==> config.mk <==
export PLATFORM = sky130hd
export DESIGN_NAME = usart_reg_front
export DESIGN_NICKNAME = d
export VERILOG_FILES = /design/src/rtl/usart_pkg.sv /design/src/rtl/usart_addr_dec.sv /design/src/rtl/usart_cfg_bank.sv /design/src/rtl/usart_status.sv /design/src/rtl/usart_rx_path.sv /design/src/rtl/usart_tx_port.sv /design/src/rtl/usart_reg_front.sv
export SDC_FILE = /design/constraint.sdc
export NUM_CORES = 1
export LEC_CHECK = 0
export BUFFER_PORTS_ARGS = -buffer_cell sky130_fd_sc_hd__buf_2
export CORE_UTILIZATION = 49
export DETAILED_ROUTE_END_ITERATION = 10
export PLACE_DENSITY = 0.7
export REMOVE_ABC_BUFFERS = 1
export SYNTH_ARGS = -nofsm -noshare
export SYNTH_HDL_FRONTEND = slang
export SYNTH_SLANG_ARGS = --single-unit
export TNS_END_PERCENT = 50
==> constraint.sdc <==
create_clock -name clk -period 3.7 [get_ports clk]
set_input_delay 1.11 -clock clk [delete_from_list [all_inputs] [get_ports clk]]
set_output_delay 1.11 -clock clk [all_outputs]
set_load 0.005 [all_outputs]
==> src/rtl/usart_pkg.sv <==
package usart_pkg;

  localparam int REG_W      = 32;
  localparam int REG_STRIDE = 4;

  typedef enum logic [2:0] {
    RI_STAT  = 3'd0,
    RI_DATA  = 3'd1,
    RI_BAUD  = 3'd2,
    RI_CTL1  = 3'd3,
    RI_CTL2  = 3'd4,
    RI_CTL3  = 3'd5,
    RI_GUARD = 3'd6
  } reg_idx_e;

  localparam int NUM_REGS  = 7;
  localparam int FIRST_CFG = int'(RI_BAUD);
  localparam int NUM_CFG   = NUM_REGS - FIRST_CFG;

  // status bits and the same-position interrupt enables in control 1
  localparam int BIT_RXFULL  = 5;
  localparam int BIT_TXDONE  = 6;
  localparam int BIT_TXEMPTY = 7;
  // control 1 enables
  localparam int BIT_RXEN    = 2;
  localparam int BIT_UNITEN  = 13;

  localparam logic [REG_W-1:0] STAT_RESET   = 32'h0000_00C0;
  localparam logic [REG_W-1:0] STAT_REPL_MAX = 32'h0000_03FF;
  localparam logic [REG_W-1:0] TX_LIMIT     = 32'h0000_F000;
  localparam logic [REG_W-1:0] DATA_RD_MASK = 32'h0000_03FF;

  localparam logic [REG_W-1:0] IRQ_SRC_MASK =
    (REG_W'(1) << BIT_RXFULL) | (REG_W'(1) << BIT_TXDONE) | (REG_W'(1) << BIT_TXEMPTY);

  // status word after a bus write: replace mode or AND mode
  function automatic logic [REG_W-1:0] stat_after_write(input logic [REG_W-1:0] cur,
                                                        input logic [REG_W-1:0] val);
    if (val <= STAT_REPL_MAX) return val | (REG_W'(1) << BIT_TXEMPTY);
    return cur & val;
  endfunction

  function automatic logic irq_level(input logic [REG_W-1:0] stat,
                                     input logic [REG_W-1:0] ctl1);
    return |(stat & ctl1 & IRQ_SRC_MASK);
  endfunction

  function automatic logic rx_enabled(input logic [REG_W-1:0] ctl1);
    return ctl1[BIT_UNITEN] & ctl1[BIT_RXEN];
  endfunction

endpackage

==> src/rtl/usart_addr_dec.sv <==
module usart_addr_dec #(
  parameter int ADDR_W = 10,
  parameter int N_REGS = usart_pkg::NUM_REGS
) (
  input  logic [ADDR_W-1:0] addr,
  output logic [N_REGS-1:0] sel,
  output logic              hit
);
  for (genvar g = 0; g < N_REGS; g++) begin : g_sel
    assign sel[g] = (addr == ADDR_W'(g * usart_pkg::REG_STRIDE));
  end
  assign hit = |sel;
endmodule

==> src/rtl/usart_cfg_bank.sv <==
module usart_cfg_bank #(
  parameter int N_CFG = usart_pkg::NUM_CFG,
  parameter int W     = usart_pkg::REG_W
) (
  input  logic                clk,
  input  logic                rst_n,
  input  logic [N_CFG-1:0]    wr_sel,
  input  logic [W-1:0]        wdata,
  output logic [W-1:0]        q [N_CFG]
);
  for (genvar g = 0; g < N_CFG; g++) begin : g_reg
    logic [W-1:0] r;
    always_ff @(posedge clk or negedge rst_n) begin
      if (!rst_n)         r <= '0;
      else if (wr_sel[g]) r <= wdata;
    end
    assign q[g] = r;
  end
endmodule

==> src/rtl/usart_status.sv <==
module usart_status #(
  parameter int W = usart_pkg::REG_W
) (
  input  logic         clk,
  input  logic         rst_n,
  input  logic         stat_wr,
  input  logic         tx_fire,
  input  logic         data_rd,
  input  logic         rx_take,
  input  logic [W-1:0] wdata,
  output logic [W-1:0] stat_q
);
  import usart_pkg::*;

  logic [W-1:0] stat_d;

  // order: bus write, transmit event, read clear, then a new byte
  always_comb begin
    stat_d = stat_q;
    if (stat_wr) stat_d = stat_after_write(stat_q, wdata);
    if (tx_fire) stat_d[BIT_TXDONE] = 1'b1;
    if (data_rd) stat_d[BIT_RXFULL] = 1'b0;
    if (rx_take) stat_d[BIT_RXFULL] = 1'b1;
  end

  always_ff @(posedge clk or negedge rst_n) begin
    if (!rst_n) stat_q <= STAT_RESET;
    else        stat_q <= stat_d;
  end
endmodule

==> src/rtl/usart_rx_path.sv <==
module usart_rx_path #(
  parameter int BYTE_W = 8
) (
  input  logic              clk,
  input  logic              rst_n,
  input  logic              rx_valid,
  input  logic [BYTE_W-1:0] rx_byte,
  input  logic              rx_full,
  input  logic              data_rd,
  input  logic              rx_en,
  output logic              rx_ready,
  output logic              rx_take,
  output logic              rx_drop,
  output logic [BYTE_W-1:0] data_q
);
  logic shake;

  assign rx_ready = ~rx_full | data_rd;
  assign shake    = rx_valid & rx_ready;
  assign rx_take  = shake & rx_en;
  assign rx_drop  = shake & ~rx_en;

  always_ff @(posedge clk or negedge rst_n) begin
    if (!rst_n)       data_q <= '0;
    else if (rx_take) data_q <= rx_byte;
  end
endmodule

==> src/rtl/usart_tx_port.sv <==
module usart_tx_port #(
  parameter int BYTE_W = 8,
  parameter int W      = usart_pkg::REG_W
) (
  input  logic              clk,
  input  logic              rst_n,
  input  logic              data_wr,
  input  logic [W-1:0]      wdata,
  output logic              tx_fire,
  output logic              tx_valid,
  output logic [BYTE_W-1:0] tx_byte
);
  assign tx_fire = data_wr && (wdata < usart_pkg::TX_LIMIT);

  always_ff @(posedge clk or negedge rst_n) begin
    if (!rst_n) begin
      tx_valid <= 1'b0;
      tx_byte  <= '0;
    end else begin
      tx_valid <= tx_fire;
      if (tx_fire) tx_byte <= wdata[BYTE_W-1:0];
    end
  end
endmodule

==> src/rtl/usart_reg_front.sv <==
module usart_reg_front #(
  parameter int ADDR_W = 10,
  parameter int BYTE_W = 8
) (
  input  logic              clk,
  input  logic              rst_n,
  input  logic [ADDR_W-1:0] bus_addr,
  input  logic              bus_wr,
  input  logic [31:0]       bus_wdata,
  input  logic              bus_rd,
  output logic [31:0]       bus_rdata,
  output logic              bus_err,
  output logic              tx_valid,
  output logic [BYTE_W-1:0] tx_byte,
  input  logic              rx_valid,
  input  logic [BYTE_W-1:0] rx_byte,
  output logic              rx_ready,
  output logic              irq
);
  import usart_pkg::*;

  localparam int W = REG_W;

  logic [NUM_REGS-1:0] sel;
  logic                hit;
  logic                stat_wr, data_wr, data_rd;
  logic                tx_fire, rx_take, rx_drop, rx_en;
  logic [W-1:0]        stat_q;
  logic [W-1:0]        cfg_q [NUM_CFG];
  logic [W-1:0]        ctl1_q;
  logic [BYTE_W-1:0]   data_q;
  logic [NUM_CFG-1:0]  cfg_wr;

  usart_addr_dec #(.ADDR_W(ADDR_W), .N_REGS(NUM_REGS)) dec_i (
    .addr(bus_addr), .sel(sel), .hit(hit)
  );

  assign stat_wr = bus_wr & sel[RI_STAT];
  assign data_wr = bus_wr & sel[RI_DATA];
  assign data_rd = bus_rd & sel[RI_DATA];
  assign cfg_wr  = {NUM_CFG{bus_wr}} & sel[NUM_REGS-1:FIRST_CFG];

  usart_cfg_bank #(.N_CFG(NUM_CFG), .W(W)) cfg_i (
    .clk(clk), .rst_n(rst_n), .wr_sel(cfg_wr), .wdata(bus_wdata), .q(cfg_q)
  );

  assign ctl1_q = cfg_q[int'(RI_CTL1) - FIRST_CFG];
  assign rx_en  = rx_enabled(ctl1_q);

  usart_tx_port #(.BYTE_W(BYTE_W), .W(W)) tx_i (
    .clk(clk), .rst_n(rst_n), .data_wr(data_wr), .wdata(bus_wdata),
    .tx_fire(tx_fire), .tx_valid(tx_valid), .tx_byte(tx_byte)
  );

  usart_rx_path #(.BYTE_W(BYTE_W)) rx_i (
    .clk(clk), .rst_n(rst_n), .rx_valid(rx_valid), .rx_byte(rx_byte),
    .rx_full(stat_q[BIT_RXFULL]), .data_rd(data_rd), .rx_en(rx_en),
    .rx_ready(rx_ready), .rx_take(rx_take), .rx_drop(rx_drop), .data_q(data_q)
  );

  usart_status #(.W(W)) stat_i (
    .clk(clk), .rst_n(rst_n), .stat_wr(stat_wr), .tx_fire(tx_fire),
    .data_rd(data_rd), .rx_take(rx_take), .wdata(bus_wdata), .stat_q(stat_q)
  );

  always_comb begin
    bus_rdata = '0;
    if (bus_rd) begin
      if (sel[RI_STAT]) bus_rdata = stat_q;
      if (sel[RI_DATA]) bus_rdata = W'(data_q) & DATA_RD_MASK;
      for (int i = 0; i < NUM_CFG; i++)
        if (sel[FIRST_CFG + i]) bus_rdata = cfg_q[i];
    end
  end

  assign bus_err = (bus_rd | bus_wr) & ~hit;
  assign irq     = irq_level(stat_q, ctl1_q);

endmodule

==> results.toml, run 1 <==
[timing]
worst_pin_slew_ns = 0.725
finalCritPeriodShare_pct = 106
slew_viol_final = 0
finalSetupTns_ns = -5.45
whs_ns = 0.488
fin_worst_skew_ns = 0.00903
max_clock_freq_mhz = 254
rsz0062_at_grt = "yes"
fin_ws_ns = -0.237
slew_headroom_pct = 51.6
setup_viol = 32
final_hold_viol_count = 0
period_needed_ns = 3.94

[clock_network]
cts_made_buffers = 23
cts.sinks = 209
clk_latency_ns = 0.51
ctsHoldBuffers = 0
clockBufferDepth = 3
htreeDepth = 1
clk_pin_slew_ns = 0.06
cts_root_buffer = "clkbuf_16"
cts_tree = "done"

[cells_and_area]
areaGrowthSynthToFinish_pct = 24.9
post-route-util_pct = 62.4
drive_gt1_share_pct = 46.1
final_cells = 1216
final_nets = 986
antenna_cells = 0

[critical_path]
cp.arrival_ns = 2.83
end_kind = "output pin"
path_cells = "buf_6 -> or4_4 -> or3_1 -> buf_4 -> o22ai_1 -> a221oi_2 -> buf_2"
worst-endpoint-required_ns = 2.59
critPathMaxFanout = 8
crit_type = "input port to output pin"
cpPeakStageDelay_ns = 0.56
cp_num_buf_inv = 3
startpoint_type = "input port"
critPathTopFamily = "simple AND/OR/NAND/NOR gates"
slowest_stage = "or4_4"

[routing]
drtIter0Drc = 513
postRouteAntennaNets = 0
via_per_inst = 6.13
drc = 0
firstDrtPassIters = 4
drt_wl_total_mm = 28.1
via_count = 7454
routedWlPerCell_um = 23.1

[hold_path]
min_path_type = "flop to flop"

[grt]
grt_pass1_wl_mm = 45.2
grt_overflow = 0
antenna_found_initial = 0
track_usage_pct = 27.2
grt_pass1_vias = 7945
grt_max_degree = 77

[status]
status = "finished with violations"
violations = "negative setup slack"

[floorplanning]
start_util_pct = 50.0
core_um2 = 20200
die_area_um2 = 21100
ios = 99
rows = 52
die_h_um = 145
dieWidth_um = 145

[logic_synthesis]
syn_area_um2 = 10100
syn_avg_cell_area_um2 = 13.1
synth.distinct_cells = 57
async_flop_share_pct = 100
synthFlopType = "dfrtp_1"
netlist_instances = 771
ys_seq_elements = 209
yosysSeqAreaShare_pct = 51.9
synth-edff-count = 0
ys_warn_count = 0

[pwr]
powerDensity_nw_per_um2 = 391
p_leak_nw = 6.18
peakVddDrop_mv = 0.284

[placement]
port_buffers = 98
post-place-cells = 1168
place_congestion = 0.859
dp_hpwl_mm = 18.1

[flow_run]
maxCapViolations = 0
==> cell usage in the layout (no fill, tap or decap), types with 3 or more instances in the layout <==
cell type / instances
o22ai_1: 7
buf_4: 77
o2bb2ai_1: 10
o311ai_1: 12
a221oi_2: 5
nand3_1: 6
a22oi_2: 10
nand3_2: 3
o22a_1: 25
o32ai_1: 6
o2bb2ai_2: 5
nand2_1: 8
clkbuf_8: 5
nand3b_1: 7
nand2b_1: 3
a221oi_1: 3
buf_2: 92
or2_2: 3
or3_1: 3
nand4_1: 5
mux2_1: 32
nor4_4: 3
a22oi_1: 20
clkbuf_16: 23
nor4_1: 6
dfrtp_1: 207
and2_1: 7
mux2_2: 114
nor2_1: 4
clkbuf_1: 6
clkinv_2: 4
a211oi_2: 8
buf_12: 9
mux2i_1: 45
o21ai_0: 39
nor3_2: 3
a21oi_1: 16
buf_6: 16
o21a_1: 13
mux2_4: 30
==> registers in the layout, indices dropped and copies added (netlist names) <==
name / cells
rx_i.data_q: 8
tx_i.tx_byte: 8
tx_i.tx_valid: 1
stat_i.stat_q: 32
cfg_i.g.r: 160
==> what timing repair did <==
| action | 4_1_cts | 5_1_grt |
|---|---|---|
| resized for setup | 61 | 15 |
| buffers inserted | 5 | 3 |
| endpoints found under the setup margin | 32 | 32 |
| gates cloned | 1 | 0 |
| pin swaps | 23 | 12 |
==> synthesized netlist by cell type (4+ instances only) <==
library cell | instances | area share (%)
a211oi_1 | 8 | 0.60
a21oi_1 | 16 | 0.79
a221oi_1 | 8 | 0.70
a22oi_1 | 30 | 2.2
and2_1 | 7 | 0.43
buf_1 | 5 | 0.19
buf_2 | 14 | 0.70
clkbuf_1 | 40 | 1.5
dfrtp_1 | 207 | 51
mux2_1 | 32 | 3.6
mux2_2 | 114 | 13
mux2_4 | 30 | 4.5
mux2i_1 | 45 | 4.5
nand2_1 | 8 | 0.30
nand3_1 | 7 | 0.35
nand3b_1 | 7 | 0.52
nand4_1 | 5 | 0.31
nor2_1 | 4 | 0.15
nor4_1 | 6 | 0.37
o21a_1 | 13 | 0.97
o21ai_0 | 39 | 1.9
o22a_1 | 25 | 2.2
o22ai_1 | 9 | 0.56
o2bb2ai_1 | 15 | 1.3
o311ai_0 | 15 | 1.3
o32ai_1 | 7 | 0.61
or3_1 | 4 | 0.25
or4_1 | 4 | 0.30
==> report_power, final <==
| part | switching [mW] | leakage, nW | internal (mW) |
|---|---|---|---|
| registers | 0.0160 | 2.91 | 2.31 |
| clock network | 0.927 | 0.368 | 1.36 |
| logic | 0.190 | 2.91 | 0.118 |
==> per-stage QoR <==
| step | power, mW | instance area [um2] | setup slack [ns] |
|---|---|---|---|
| global route | 5.08 | 12600 | -0.317 |
| detailed placement | 2.66 | 11500 | -0.400 |
| floorplan | 2.44 | 9810 | -0.435 |
| global placement | 2.65 | 11500 | -0.375 |
| CTS | 4.94 | 12500 | -0.222 |
| finish | 4.92 | 12600 | -0.237 |
==> final timing paths <==
check	startpoint	end	slack, ns	cells after the start
worst max-delay path	bus_addr[0]	bus_rdata[2]	-0.24	7
max in group asynchronous	rst_n	cfg_i.g_reg[0].r[20]$_DFFE_PN0P_	2.23	2
worst max register to register	cfg_i.g_reg[1].r[13]$_DFFE_PN0P_	rx_i.data_q[0]$_DFFE_PN0P_	2.07	3
min in group asynchronous	rst_n	cfg_i.g_reg[4].r[9]$_DFFE_PN0P_	0.62	1
worst min register to register	stat_i.stat_q[11]$_DFFE_PN0P_	stat_i.stat_q[11]$_DFFE_PN0P_	0.49	1
worst min-delay path	stat_i.stat_q[11]$_DFFE_PN0P_	stat_i.stat_q[11]$_DFFE_PN0P_	0.49	1
==> per-layer routing <==
| metal | track usage [%] | vias up | part of all wire, % |
|---|---|---|---|
| met5 | 0 | - | 0 |
| met4 | 8.32 | 0 | 2.3 |
| met3 | 4.39 | 53 | 5.3 |
| met2 | 44.4 | 233 | 48 |
| met1 | 37.5 | 3872 | 44 |
| li1 | - | 3296 | - |
==> layout make-up <==
type | instances | area, um2
clock buffer | 33 | 653
clock inverter | 7 | 88.8
fill | 1575 | 7580
inverter | 3 | 11.3
multi-input combinational | 497 | 4800
sequential | 209 | 5230
tap | 270 | 338
timing repair buffer | 197 | 1460
==> cells by family after synthesis <==
| group | synth area share [%] |
|---|---|
| AND/OR/NAND/NOR | 5.64 |
| AO/OA/AOI/OAI | 14.2 |
| buffers and inverters | 2.82 |
| flip-flops | 51.9 |
| multiplexers | 25.5 |
==> worst register-to-register path: stages (launching register included) <==
cell and delay (ns):
dfrtp_1 0.40, nand3_1 0.17, a21oi_2 0.53, mux2_2 0.41
(Power assumes the default switching activity.)
==> run 2: changes to the inputs <==
- PLACE_DENSITY: 0.7 -> 0.67
- clock period: 3.7 -> 4.4 ns (I/O delays scaled with it)
==> results.toml, run 2 (same netlist as run 1, synthesis figures left out) <==
[timing]
whs_ns = 0.496
fin_worst_skew_ns = 0.00374
rsz0062_at_grt = "yes"
max_clock_freq_mhz = 227
finalCritPeriodShare_pct = 99.9
slew_viol_final = 0
worst_pin_slew_ns = 1.28
slew_headroom_pct = 14.8
period_needed_ns = 4.40
final_hold_viol_count = 0
setup_viol = 0

[routing]
drc = 0
via_count = 7442
firstDrtPassIters = 5
drt_wl_total_mm = 28.5
drtIter0Drc = 461
postRouteAntennaNets = 0
routedWlPerCell_um = 23.9
via_per_inst = 6.23

[status]
status = "finished, final reports clean"

[critical_path]
crit_top_cell = "buf_6"
slowest_stage = "or4_4"
startpoint_type = "input port"
cpPeakStageDelay_ns = 0.57
crit_type = "input port to output pin"
end_kind = "output pin"
r2r_cells = 3
worst-endpoint-required_ns = 3.08
cp.arrival_ns = 3.08
critPathMaxFanout = 8
path_cells = "buf_6 -> or4_4 -> buf_6 -> nor3_4 -> buf_12 -> a22oi_2 -> a221oi_2 -> buf_2"

[flow_run]
maxCapViolations = 0

[pwr]
peakVddDrop_mv = 0.335
powerDensity_nw_per_um2 = 333
p_leak_nw = 6.03
p_total_mw = 4.09

[grt]
grt_max_degree = 93
grt_pass1_vias = 7940
antenna_found_initial = 1
grt_overflow = 0
grt_pass1_wl_mm = 45.2
track_usage_pct = 27.2

[floorplanning]
ios = 99
rows = 52
die_area_um2 = 21100
start_util_pct = 50.0
die_h_um = 145
dieWidth_um = 145
core_um2 = 20200

[clock_network]
htreeDepth = 1
cts_made_buffers = 23
cts_tree = "done"
cts.sinks = 209
clockBufferDepth = 3
clk_latency_ns = 0.50
cts_root_buffer = "clkbuf_16"
clk_pin_slew_ns = 0.06

[cells_and_area]
largest_register = "cfg_i.g.r"
drive_gt1_share_pct = 43.8
num-fill-cells = 1630
reg_top3 = "cfg_i.g.r (160), stat_i.stat_q (32)"
final_nets = 962
most-common-layout-cells = "dfrtp_1, mux2_2, buf_2, buf_4, mux2i_1"
mostFrequentLayoutCell = "dfrtp_1"
post-route-util_pct = 60.7
largest_reg_flops = 160
areaGrowthSynthToFinish_pct = 21.5
final_cells = 1194

[hold_path]
hold_depth = 1
min_path_type = "flop to flop"

[placement]
post-place-cells = 1148
place_congestion = 0.847
dp_hpwl_mm = 18.3
port_buffers = 98
-- run 2: cell types whose count changed in the layout (fill, tap and decap cells not counted), moves of 4 or more --
cell / before / now
buf_4: 77 / 65
o22ai_1: 7 / 1
a22oi_1: 20 / 28
buf_6: 16 / 6
a22oi_2: 10 / 2
o2bb2ai_2: 5 / 0
a211oi_2: 8 / 4
o2bb2ai_1: 10 / 15
o22ai_2: 0 / 7
a211oi_1: 0 / 4
-- run 2: worst paths after layout --
kind                                             startpoint                          endpoint  slack [ns]
hold reg to reg             cfg_i.g_reg[3].r[7]$_DFFE_PN0P_   cfg_i.g_reg[3].r[7]$_DFFE_PN0P_        0.50
setup / recovery                                bus_addr[0]                      bus_rdata[6]       0.003
max in group asynchronous                             rst_n      stat_i.stat_q[6]$_DFFE_PN1P_        2.61
setup reg to reg           cfg_i.g_reg[1].r[13]$_DFFE_PN0P_        rx_i.data_q[3]$_DFFE_PN0P_        2.80
min in group asynchronous                             rst_n  cfg_i.g_reg[0].r[22]$_DFFE_PN0P_        0.86
hold / removal              cfg_i.g_reg[3].r[7]$_DFFE_PN0P_   cfg_i.g_reg[3].r[7]$_DFFE_PN0P_        0.50
-- run 2: final cells by class --
type / instances / area [um2] / share of cell area, %
Inverter: 3 / 11.3 / 0.0919
Clock inverter: 8 / 65.1 / 0.531
Tap cell: 270 / 338 / 2.76
Multi-Input combinational cell: 497 / 4750 / 38.8
Sequential cell: 209 / 5230 / 42.7
Antenna cell: 1 / 2.50 / 0.0204
Clock buffer: 33 / 673 / 5.49
Timing Repair Buffer: 173 / 1170 / 9.59
-- run 2: stage by stage --
step	TNS (ns)	worst slack, ns	instance area [um2]
2_1_floorplan	0	0.00496	9810
3_3_place_gp	-1.77	-0.148	11300
3_5_place_dp	-2.37	-0.245	11300
4_1_cts	0	0.00588	12100
5_1_grt	-0.438	-0.0884	12300
6_report	0	0.00251	12300
-- run 2: critical path, delay by kind of cell --
family | cells | cell delay, ns
simple gates | 2 | 0.77
buf+inv | 4 | 0.57
compound gates | 2 | 0.41
-- run 2: repair_timing --
action / CTS / global route
hold endpoints to repair: 0 / 0
gates cloned: 0 / 1
pin swaps: 6 / 9
hold buffers: 0 / 0
endpoints found under the setup margin: 30 / 28
resized for setup: 19 / 32
setup buffers: 0 / 3
-- run 2: layer usage --
metal	track usage [%]	vias to the layer above	share of wire, %
li1	-	3237	-
met1	37.6	3888	43
met2	44.4	255	49
met3	3.82	62	5.7
met4	8.79	0	2.6
met5	0	-	0
-- run 2: report_power, final --
part | switching (mW) | leakage (nW) | internal [mW]
Clock | 0.765 | 0.373 | 1.12
Sequential | 0.0134 | 2.91 | 1.94
Combinational | 0.157 | 2.75 | 0.0882
